File: src/rtl/cfq_pkg.sv
package cfq_pkg;

  typedef enum logic [1:0] {
    OC_IDLE = 2'd0,
    OC_WARN = 2'd1,
    OC_SHUT = 2'd2
  } oc_state_e;

  // What one closed switching cycle observed
  typedef struct packed {
    logic pulsed;   // gate was on at least one clock
    logic ov_hit;   // over-voltage seen inside the strobe window
    logic oc_hit;   // over-current seen during on-time
  } cyc_summary_t;

endpackage

File: src/rtl/cfq_strobe_win.sv
module cfq_strobe_win #(
  parameter int DELAY_CLKS = 200,
  parameter int LEN_CLKS   = 50
) (
  input  logic clk,
  input  logic rst_n,
  input  logic gate_on,
  output logic strobe
);
  localparam int SPAN = DELAY_CLKS + LEN_CLKS;
  localparam int CW   = $clog2(SPAN + 1);
  localparam logic [CW-1:0] CNT_MAX = '1;
  localparam logic [CW-1:0] WIN_LO  = CW'(DELAY_CLKS);
  localparam logic [CW-1:0] WIN_HI  = CW'(SPAN);

  logic [CW-1:0] off_cnt_q, off_cnt_d;
  logic          cnt_en;

  // off-time clock counter, parked at its maximum when idle
  assign cnt_en = gate_on || (off_cnt_q != CNT_MAX);

  always_comb begin
    off_cnt_d = off_cnt_q;
    if (gate_on)     off_cnt_d = '0;
    else if (cnt_en) off_cnt_d = off_cnt_q + 1'b1;
  end

  always_ff @(posedge clk or negedge rst_n) begin
    if (!rst_n)      off_cnt_q <= CNT_MAX;
    else if (cnt_en) off_cnt_q <= off_cnt_d;
  end

  assign strobe = !gate_on && (off_cnt_q >= WIN_LO) && (off_cnt_q < WIN_HI);
endmodule

File: src/rtl/cfq_cycle_tracker.sv
module cfq_cycle_tracker
  import cfq_pkg::*;
(
  input  logic         clk,
  input  logic         rst_n,
  input  logic         cyc_start,
  input  logic         gate_on,
  input  logic         strobe,
  input  logic         ov_cmp,
  input  logic         oc_cmp,
  output logic         cyc_done,
  output cyc_summary_t summary
);
  cyc_summary_t acc_q, acc_d, seen;

  always_comb begin
    seen.pulsed = gate_on;
    seen.ov_hit = strobe && ov_cmp;
    seen.oc_hit = gate_on && oc_cmp;
    if (cyc_start) acc_d = '0;
    else           acc_d = acc_q | seen;
  end

  always_ff @(posedge clk or negedge rst_n) begin
    if (!rst_n) acc_q <= '0;
    else        acc_q <= acc_d;
  end

  assign cyc_done = cyc_start;
  assign summary  = acc_q;
endmodule

File: src/rtl/cfq_ovp_qual.sv
module cfq_ovp_qual
  import cfq_pkg::*;
#(
  parameter int CONFIRM = 4
) (
  input  logic         clk,
  input  logic         rst_n,
  input  logic         cyc_done,
  input  cyc_summary_t summary,
  input  logic         uv_off,
  output logic         fault
);
  localparam int CW = $clog2(CONFIRM + 1);
  localparam logic [CW-1:0] CNT_TOP = CW'(CONFIRM);

  logic [CW-1:0] cnt_q, cnt_d;
  logic          fault_q, fault_d;
  logic          upd_en;

  assign upd_en = uv_off || (cyc_done && summary.pulsed);

  always_comb begin
    cnt_d   = cnt_q;
    fault_d = fault_q;
    if (uv_off) begin
      cnt_d   = '0;
      fault_d = 1'b0;
    end else if (summary.ov_hit) begin
      if (cnt_q != CNT_TOP) cnt_d = cnt_q + 1'b1;
      fault_d = fault_q || (cnt_d == CNT_TOP);
    end else begin
      cnt_d = '0;
    end
  end

  always_ff @(posedge clk or negedge rst_n) begin
    if (!rst_n) begin
      cnt_q   <= '0;
      fault_q <= 1'b0;
    end else if (upd_en) begin
      cnt_q   <= cnt_d;
      fault_q <= fault_d;
    end
  end

  assign fault = fault_q;
endmodule

File: src/rtl/cfq_ocp_qual.sv
module cfq_ocp_qual
  import cfq_pkg::*;
#(
  parameter int CONFIRM = 2
) (
  input  logic         clk,
  input  logic         rst_n,
  input  logic         cyc_done,
  input  cyc_summary_t summary,
  input  logic         uv_off,
  output logic         warn,
  output logic         latched
);
  localparam int CW = $clog2(CONFIRM + 1);
  localparam logic [CW-1:0] CNT_TOP = CW'(CONFIRM);

  oc_state_e     st_q, st_d;
  logic [CW-1:0] trip_q, trip_d;
  logic          upd_en;

  assign upd_en = uv_off || (cyc_done && summary.pulsed);

  always_comb begin
    st_d   = st_q;
    trip_d = trip_q;
    if (uv_off) begin
      st_d   = OC_IDLE;
      trip_d = '0;
    end else begin
      unique case (st_q)
        OC_IDLE, OC_WARN: begin
          if (summary.oc_hit) begin
            trip_d = trip_q + 1'b1;
            st_d   = (trip_d >= CNT_TOP) ? OC_SHUT : OC_WARN;
          end else begin
            trip_d = '0;
            st_d   = OC_IDLE;
          end
        end
        OC_SHUT: st_d = OC_SHUT;
        default: begin
          st_d   = OC_IDLE;
          trip_d = '0;
        end
      endcase
    end
  end

  always_ff @(posedge clk or negedge rst_n) begin
    if (!rst_n) begin
      st_q   <= OC_IDLE;
      trip_q <= '0;
    end else if (upd_en) begin
      st_q   <= st_d;
      trip_q <= trip_d;
    end
  end

  assign warn    = (st_q == OC_WARN);
  assign latched = (st_q == OC_SHUT);
endmodule

File: src/rtl/cyc_fault_qual.sv
module cyc_fault_qual
  import cfq_pkg::*;
#(
  parameter int STROBE_DELAY_CLKS = 200,
  parameter int STROBE_LEN_CLKS   = 50,
  parameter int OVP_CONFIRM       = 4,
  parameter int OCP_CONFIRM       = 2
) (
  input  logic clk,
  input  logic rst_n,
  input  logic cyc_start,
  input  logic gate_on,
  input  logic ov_cmp,
  input  logic oc_cmp,
  input  logic uv_off,
  output logic ovp_fault,
  output logic ocp_latched,
  output logic ocp_warn
);
  logic         strobe;
  logic         cyc_done;
  cyc_summary_t summary;

  cfq_strobe_win #(
    .DELAY_CLKS(STROBE_DELAY_CLKS),
    .LEN_CLKS  (STROBE_LEN_CLKS)
  ) u_win (
    .clk    (clk),
    .rst_n  (rst_n),
    .gate_on(gate_on),
    .strobe (strobe)
  );

  cfq_cycle_tracker u_trk (
    .clk      (clk),
    .rst_n    (rst_n),
    .cyc_start(cyc_start),
    .gate_on  (gate_on),
    .strobe   (strobe),
    .ov_cmp   (ov_cmp),
    .oc_cmp   (oc_cmp),
    .cyc_done (cyc_done),
    .summary  (summary)
  );

  cfq_ovp_qual #(.CONFIRM(OVP_CONFIRM)) u_ovp (
    .clk     (clk),
    .rst_n   (rst_n),
    .cyc_done(cyc_done),
    .summary (summary),
    .uv_off  (uv_off),
    .fault   (ovp_fault)
  );

  cfq_ocp_qual #(.CONFIRM(OCP_CONFIRM)) u_ocp (
    .clk     (clk),
    .rst_n   (rst_n),
    .cyc_done(cyc_done),
    .summary (summary),
    .uv_off  (uv_off),
    .warn    (ocp_warn),
    .latched (ocp_latched)
  );
endmodule

File: config.mk
export PLATFORM = sky130hd
export DESIGN_NAME = cyc_fault_qual
export DESIGN_NICKNAME = d
export VERILOG_FILES = /design/src/rtl/cfq_pkg.sv /design/src/rtl/cfq_strobe_win.sv /design/src/rtl/cfq_cycle_tracker.sv /design/src/rtl/cfq_ovp_qual.sv /design/src/rtl/cfq_ocp_qual.sv /design/src/rtl/cyc_fault_qual.sv
export SDC_FILE = /design/constraint.sdc
export NUM_CORES = 1
export LEC_CHECK = 0
export ABC_AREA = 1
export BUFFER_PORTS_ARGS = -buffer_cell sky130_fd_sc_hd__clkbuf_2
export CORE_MARGIN = 1
export CORE_UTILIZATION = 40
export DETAILED_ROUTE_END_ITERATION = 6
export GPL_TIMING_DRIVEN = 1
export PLACE_DENSITY = 0.7
export SLEW_MARGIN = 15
export SYNTH_ARGS = -nofsm -noshare
export SYNTH_HDL_FRONTEND = slang
export SYNTH_SLANG_ARGS = --single-unit
File: constraint.sdc
create_clock -name clk -period 3 [get_ports clk]
set_input_delay 0.6 -clock clk [delete_from_list [all_inputs] [get_ports clk]]
set_output_delay 0.6 -clock clk [all_outputs]
set_load 0.1 [all_outputs]
==> impl_metrics.prom <==
# TYPE chip_impl_metric gauge
chip_impl_metric{name="timing.critical_path.required",unit="ps"} 2400
chip_impl_metric{name="overflow",unit=""} 0
chip_impl_metric{name="syn_avg_cell_area",unit="sq um"} 8.26
chip_impl_metric{name="period_minus_slack",unit="ps"} 1930
chip_impl_metric{name="rows",unit=""} 17
chip_impl_metric{name="max-cap-violations",unit=""} 0
chip_impl_info{name="critical_path.endpoint_type",value="output port"} 1
chip_impl_metric{name="routedWlPerCell",unit="um"} 11.2
chip_impl_info{name="clock_tree_from_tritoncts",value="yes"} 1
chip_impl_metric{name="largest_net_degree_at_the_start_of_global_routing",unit=""} 20
chip_impl_metric{name="post-cts-setup-buffers",unit=""} 0
chip_impl_metric{name="sequential_cell_area",unit="sq um"} 485
chip_impl_metric{name="grt_pass1_vias",unit=""} 770
chip_impl_metric{name="yosysSeqAreaShare",unit="%"} 48.2
chip_impl_metric{name="initialDrtViolationCount",unit=""} 10
chip_impl_metric{name="drt_pre_antenna_iters",unit=""} 4
chip_impl_metric{name="power_per_cell_area",unit="nW/um^2"} 429
chip_impl_metric{name="yosys.area_share.xor_xnor",unit="%"} 1.74
chip_impl_metric{name="cts_resized",unit=""} 0
chip_impl_metric{name="die_h",unit="um"} 52.2
chip_impl_metric{name="cp_num_cells",unit=""} 3
chip_impl_metric{name="total_clock_buffers_created_by_cts",unit=""} 3
chip_impl_metric{name="timing.critical_path.arrival",unit="ps"} 1330
chip_impl_metric{name="dp_slack",unit="ps"} 1390
chip_impl_metric{name="route.antenna.remaining_nets",unit=""} 0
chip_impl_metric{name="muxShareOfSynthArea",unit="%"} 0
chip_impl_metric{name="ioPinCount",unit=""} 10
chip_impl_metric{name="slew-limit-headroom",unit="%"} 63.9
chip_impl_info{name="final_cell_mix",value="nor2_1 (24), nand2_1 (18), inv_1 (12)"} 1
chip_impl_metric{name="final_layout_size_suffix_gt1_share",unit="%"} 24.4
chip_impl_metric{name="coreArea",unit="sq um"} 2300
chip_impl_info{name="grt_setup_unrepaired",value="false"} 1
chip_impl_metric{name="worst_r2r_path_depth",unit=""} 7
chip_impl_info{name="status",value="complete, no violations"} 1
chip_impl_info{name="critPathKind",value="register to output port"} 1
chip_impl_metric{name="route.detailed.vias_per_inst",unit=""} 5.01
chip_impl_metric{name="synthToLayoutAreaGrowth",unit="%"} 10.6
chip_impl_metric{name="synth.lib_cells_used.distinct",unit=""} 22
chip_impl_metric{name="grtUsageTotal",unit="%"} 16.0
chip_impl_metric{name="detailroute.via_count",unit=""} 817
chip_impl_info{name="hold_path_class",value="input port to asynchronous set/reset pin"} 1
chip_impl_metric{name="detail_placement_hpwl",unit="um"} 1420
chip_impl_metric{name="crit_path_max_fanout",unit=""} 3
chip_impl_metric{name="portBuffers",unit=""} 9
chip_impl_metric{name="cts.sinks",unit=""} 19
chip_impl_metric{name="worstPathBufferInverterCount",unit=""} 2
chip_impl_metric{name="finalMaxSlewViolations",unit=""} 0
chip_impl_metric{name="clock_tree.buffer_depth",unit=""} 2
chip_impl_metric{name="routed_wire_length",unit="um"} 1830
chip_impl_metric{name="clock_insertion_delay_worst_skew",unit="ps"} 300
chip_impl_info{name="crit_start",value="u_ocp.st_q[1]"} 1
chip_impl_metric{name="clkSlewWorstSetupHoldPaths",unit="ps"} 120
chip_impl_metric{name="clock_skews",unit="ps"} 10.8
chip_impl_metric{name="setup_violations",unit=""} 0
chip_impl_info{name="cpLargestDelayFamily",value="buffers and inverters"} 1
chip_impl_metric{name="die_w",unit="um"} 52.2
chip_impl_metric{name="worst_slack",unit="ps"} 1070
chip_impl_metric{name="worst-r2r-setup-slack",unit="ps"} 1590
chip_impl_metric{name="synthAdderAreaFrac",unit="%"} 3.73
chip_impl_metric{name="hold-worst-slack",unit="ps"} 215
chip_impl_metric{name="num-nets-final",unit=""} 146
chip_impl_metric{name="cp_slowest_stage_delay",unit="ps"} 470
chip_impl_metric{name="max_rail_drop_vdd",unit="uV"} 197
chip_impl_metric{name="instances_no_fill",unit=""} 163
chip_impl_metric{name="synthesis.yosys.warnings",unit=""} 0
chip_impl_metric{name="p_total",unit="uW"} 477
chip_impl_metric{name="tightestPinTransition",unit="ps"} 544
chip_impl_metric{name="initial_core_util",unit="%"} 43.8
chip_impl_metric{name="fillers",unit=""} 234
chip_impl_metric{name="antenna_violations_before_repair",unit=""} 0
chip_impl_metric{name="static-leakage-power",unit="nW"} 0.518
chip_impl_info{name="path_cells",value="inv_1, nor2_1, clkbuf_2"} 1
chip_impl_metric{name="yosys.area_share.simple",unit="%"} 28.7
chip_impl_metric{name="maxClockFrequency",unit="MHz"} 518
chip_impl_info{name="synth_top_family_by_area",value="simple AND/OR/NAND/NOR gates"} 1
chip_impl_metric{name="postSynthNetCount",unit=""} 132
chip_impl_metric{name="min_period_over_period",unit="%"} 64.3
chip_impl_info{name="critical_path.reg2reg.endpoint",value="u_win.off_cnt_q[5]"} 1
chip_impl_metric{name="grt_first_pass_wirelength",unit="um"} 3120
chip_impl_metric{name="finalHoldViolCount",unit=""} 0
chip_impl_metric{name="combined_area_of_the_multi_input_logic_cells",unit="sq um"} 465
chip_impl_metric{name="place_inst",unit=""} 159
chip_impl_info{name="endpoint",value="ocp_latched"} 1
chip_impl_info{name="cts.root.buffer_cell",value="clkbuf_4"} 1
chip_impl_metric{name="holdBufCountCts",unit=""} 0
chip_impl_info{name="layout_commonest_cell",value="nor2_1"} 1
chip_impl_metric{name="fraction_of_the_mapped_netlist_area_in_compound_gates",unit="%"} 12.0
chip_impl_metric{name="synth_cells",unit=""} 122
chip_impl_info{name="cp-start-kind",value="register"} 1
chip_impl_metric{name="insertedDiodeCount",unit=""} 0
chip_impl_metric{name="die_footprint",unit="sq um"} 2720
chip_impl_metric{name="synth-seq-cells",unit=""} 19
chip_impl_info{name="crit_path_max_delay_cell_type",value="clkbuf_2"} 1
chip_impl_metric{name="fin_tns_setup",unit="ps"} 0
chip_impl_metric{name="finalWeightedCongestion",unit=""} 0.797
chip_impl_metric{name="htree_levels",unit=""} 1
chip_impl_metric{name="synthesis.area",unit="sq um"} 1010
chip_impl_info{name="worst_r2r_startpoint",value="u_win.off_cnt_q[0]"} 1
chip_impl_metric{name="route.detailed.drc",unit=""} 0
==> worst min-delay path by stage <==
| stage | start | endpoint | depth (start not counted) |
|---|---|---|---|
| after floorplan | rst_n | u_ocp.st_q[0] | 0 |
| after global placement | u_ocp.trip_q[0] | u_ocp.trip_q[0] | 1 |
| after detailed placement | u_win.off_cnt_q[1] | u_win.off_cnt_q[1] | 2 |
| after CTS | rst_n | u_ocp.trip_q[1] | 1 |
| after global routing | rst_n | u_ocp.trip_q[1] | 1 |
| final | rst_n | u_ocp.trip_q[1] | 1 |
==> cells in the mapped netlist <==
| cell type | number | area share [%] |
|---|---|---|
| o22ai_1 | 2 | 1.2 |
| a31oi_1 | 2 | 1.2 |
| dfrtp_1 | 11 | 27 |
| o21ai_1 | 4 | 2.0 |
| nor2_2 | 1 | 0.62 |
| nand2_1 | 18 | 6.7 |
| inv_2 | 3 | 1.1 |
| nand2_4 | 1 | 1.1 |
| nor2_4 | 1 | 1.1 |
| xnor2_1 | 2 | 1.7 |
| nor2_8 | 1 | 2.0 |
| ha_1 | 3 | 3.7 |
| o21ai_0 | 5 | 2.5 |
| nand2_2 | 5 | 3.1 |
| dfstp_2 | 8 | 21 |
| a21oi_1 | 7 | 3.5 |
| a21oi_2 | 1 | 0.87 |
| nand4_1 | 1 | 0.62 |
| o21a_1 | 1 | 0.75 |
| nand3_1 | 9 | 4.5 |
| inv_1 | 12 | 4.5 |
| nor2_1 | 24 | 8.9 |
==> metal layers <==
metal	vias up	share of wire, %	global-route usage (%)
met4	0	1.0	8.77
li1	419	-	-
met5	-	0	0
met2	11	46	25.6
met3	4	2.8	2.90
met1	383	50	20.2
==> stage by stage <==
step,cell area (sq um),util [%]
after global routing,1110,48.5
after CTS,1110,48.5
final,1110,48.5
after detailed placement,1090,47.3
after global placement,1090,47.3
after floorplan,1010,-
==> kinds of logic (layout without fill, tap and decap cells) <==
kind of cell,Yosys count,in the layout
and+or+nand+nor,61,61
AOI/OAI and AO/OA,22,22
DFF,19,19
buffers and inverters,15,28
adders and majority gates,3,3
xor gates and xnor gates,2,2
==> flip-flops by register name (all words and copies together) (netlist names) <==
register and cells:
u_ocp.st_q 2, u_ocp.trip_q 2, u_ovp.cnt_q 3, u_ovp.fault 1, u_trk.summary 3, u_win.off_cnt_q 8
==> worst register-to-register path, cell delays in order, from the launching register on <==
cell and delay, ps:
dfstp_2 580, ha_1 200, nand2_2 100, nor2_8 130
nand2_4 90, nand2_2 80, o21ai_1 60, nor2_1 100
==> report_power, final <==
part / total [mW] / internal (mW) / switching, mW / leakage (nW)
clock: 0.135 / 0.0518 / 0.0828 / 0.0150
combinational: 0.0592 / 0.0196 / 0.0397 / 0.272
sequential: 0.284 / 0.272 / 0.0114 / 0.231
==> layout make-up <==
class                           count  share of cell area (%)
Clock buffer                        4                    2.36
Inverter                           15                    5.06
Multi-Input combinational cell     88                    41.8
Sequential cell                    19                    43.6
Tap cell                           28                    3.15
Timing Repair Buffer                9                    4.04
(Power assumes the default switching activity.)
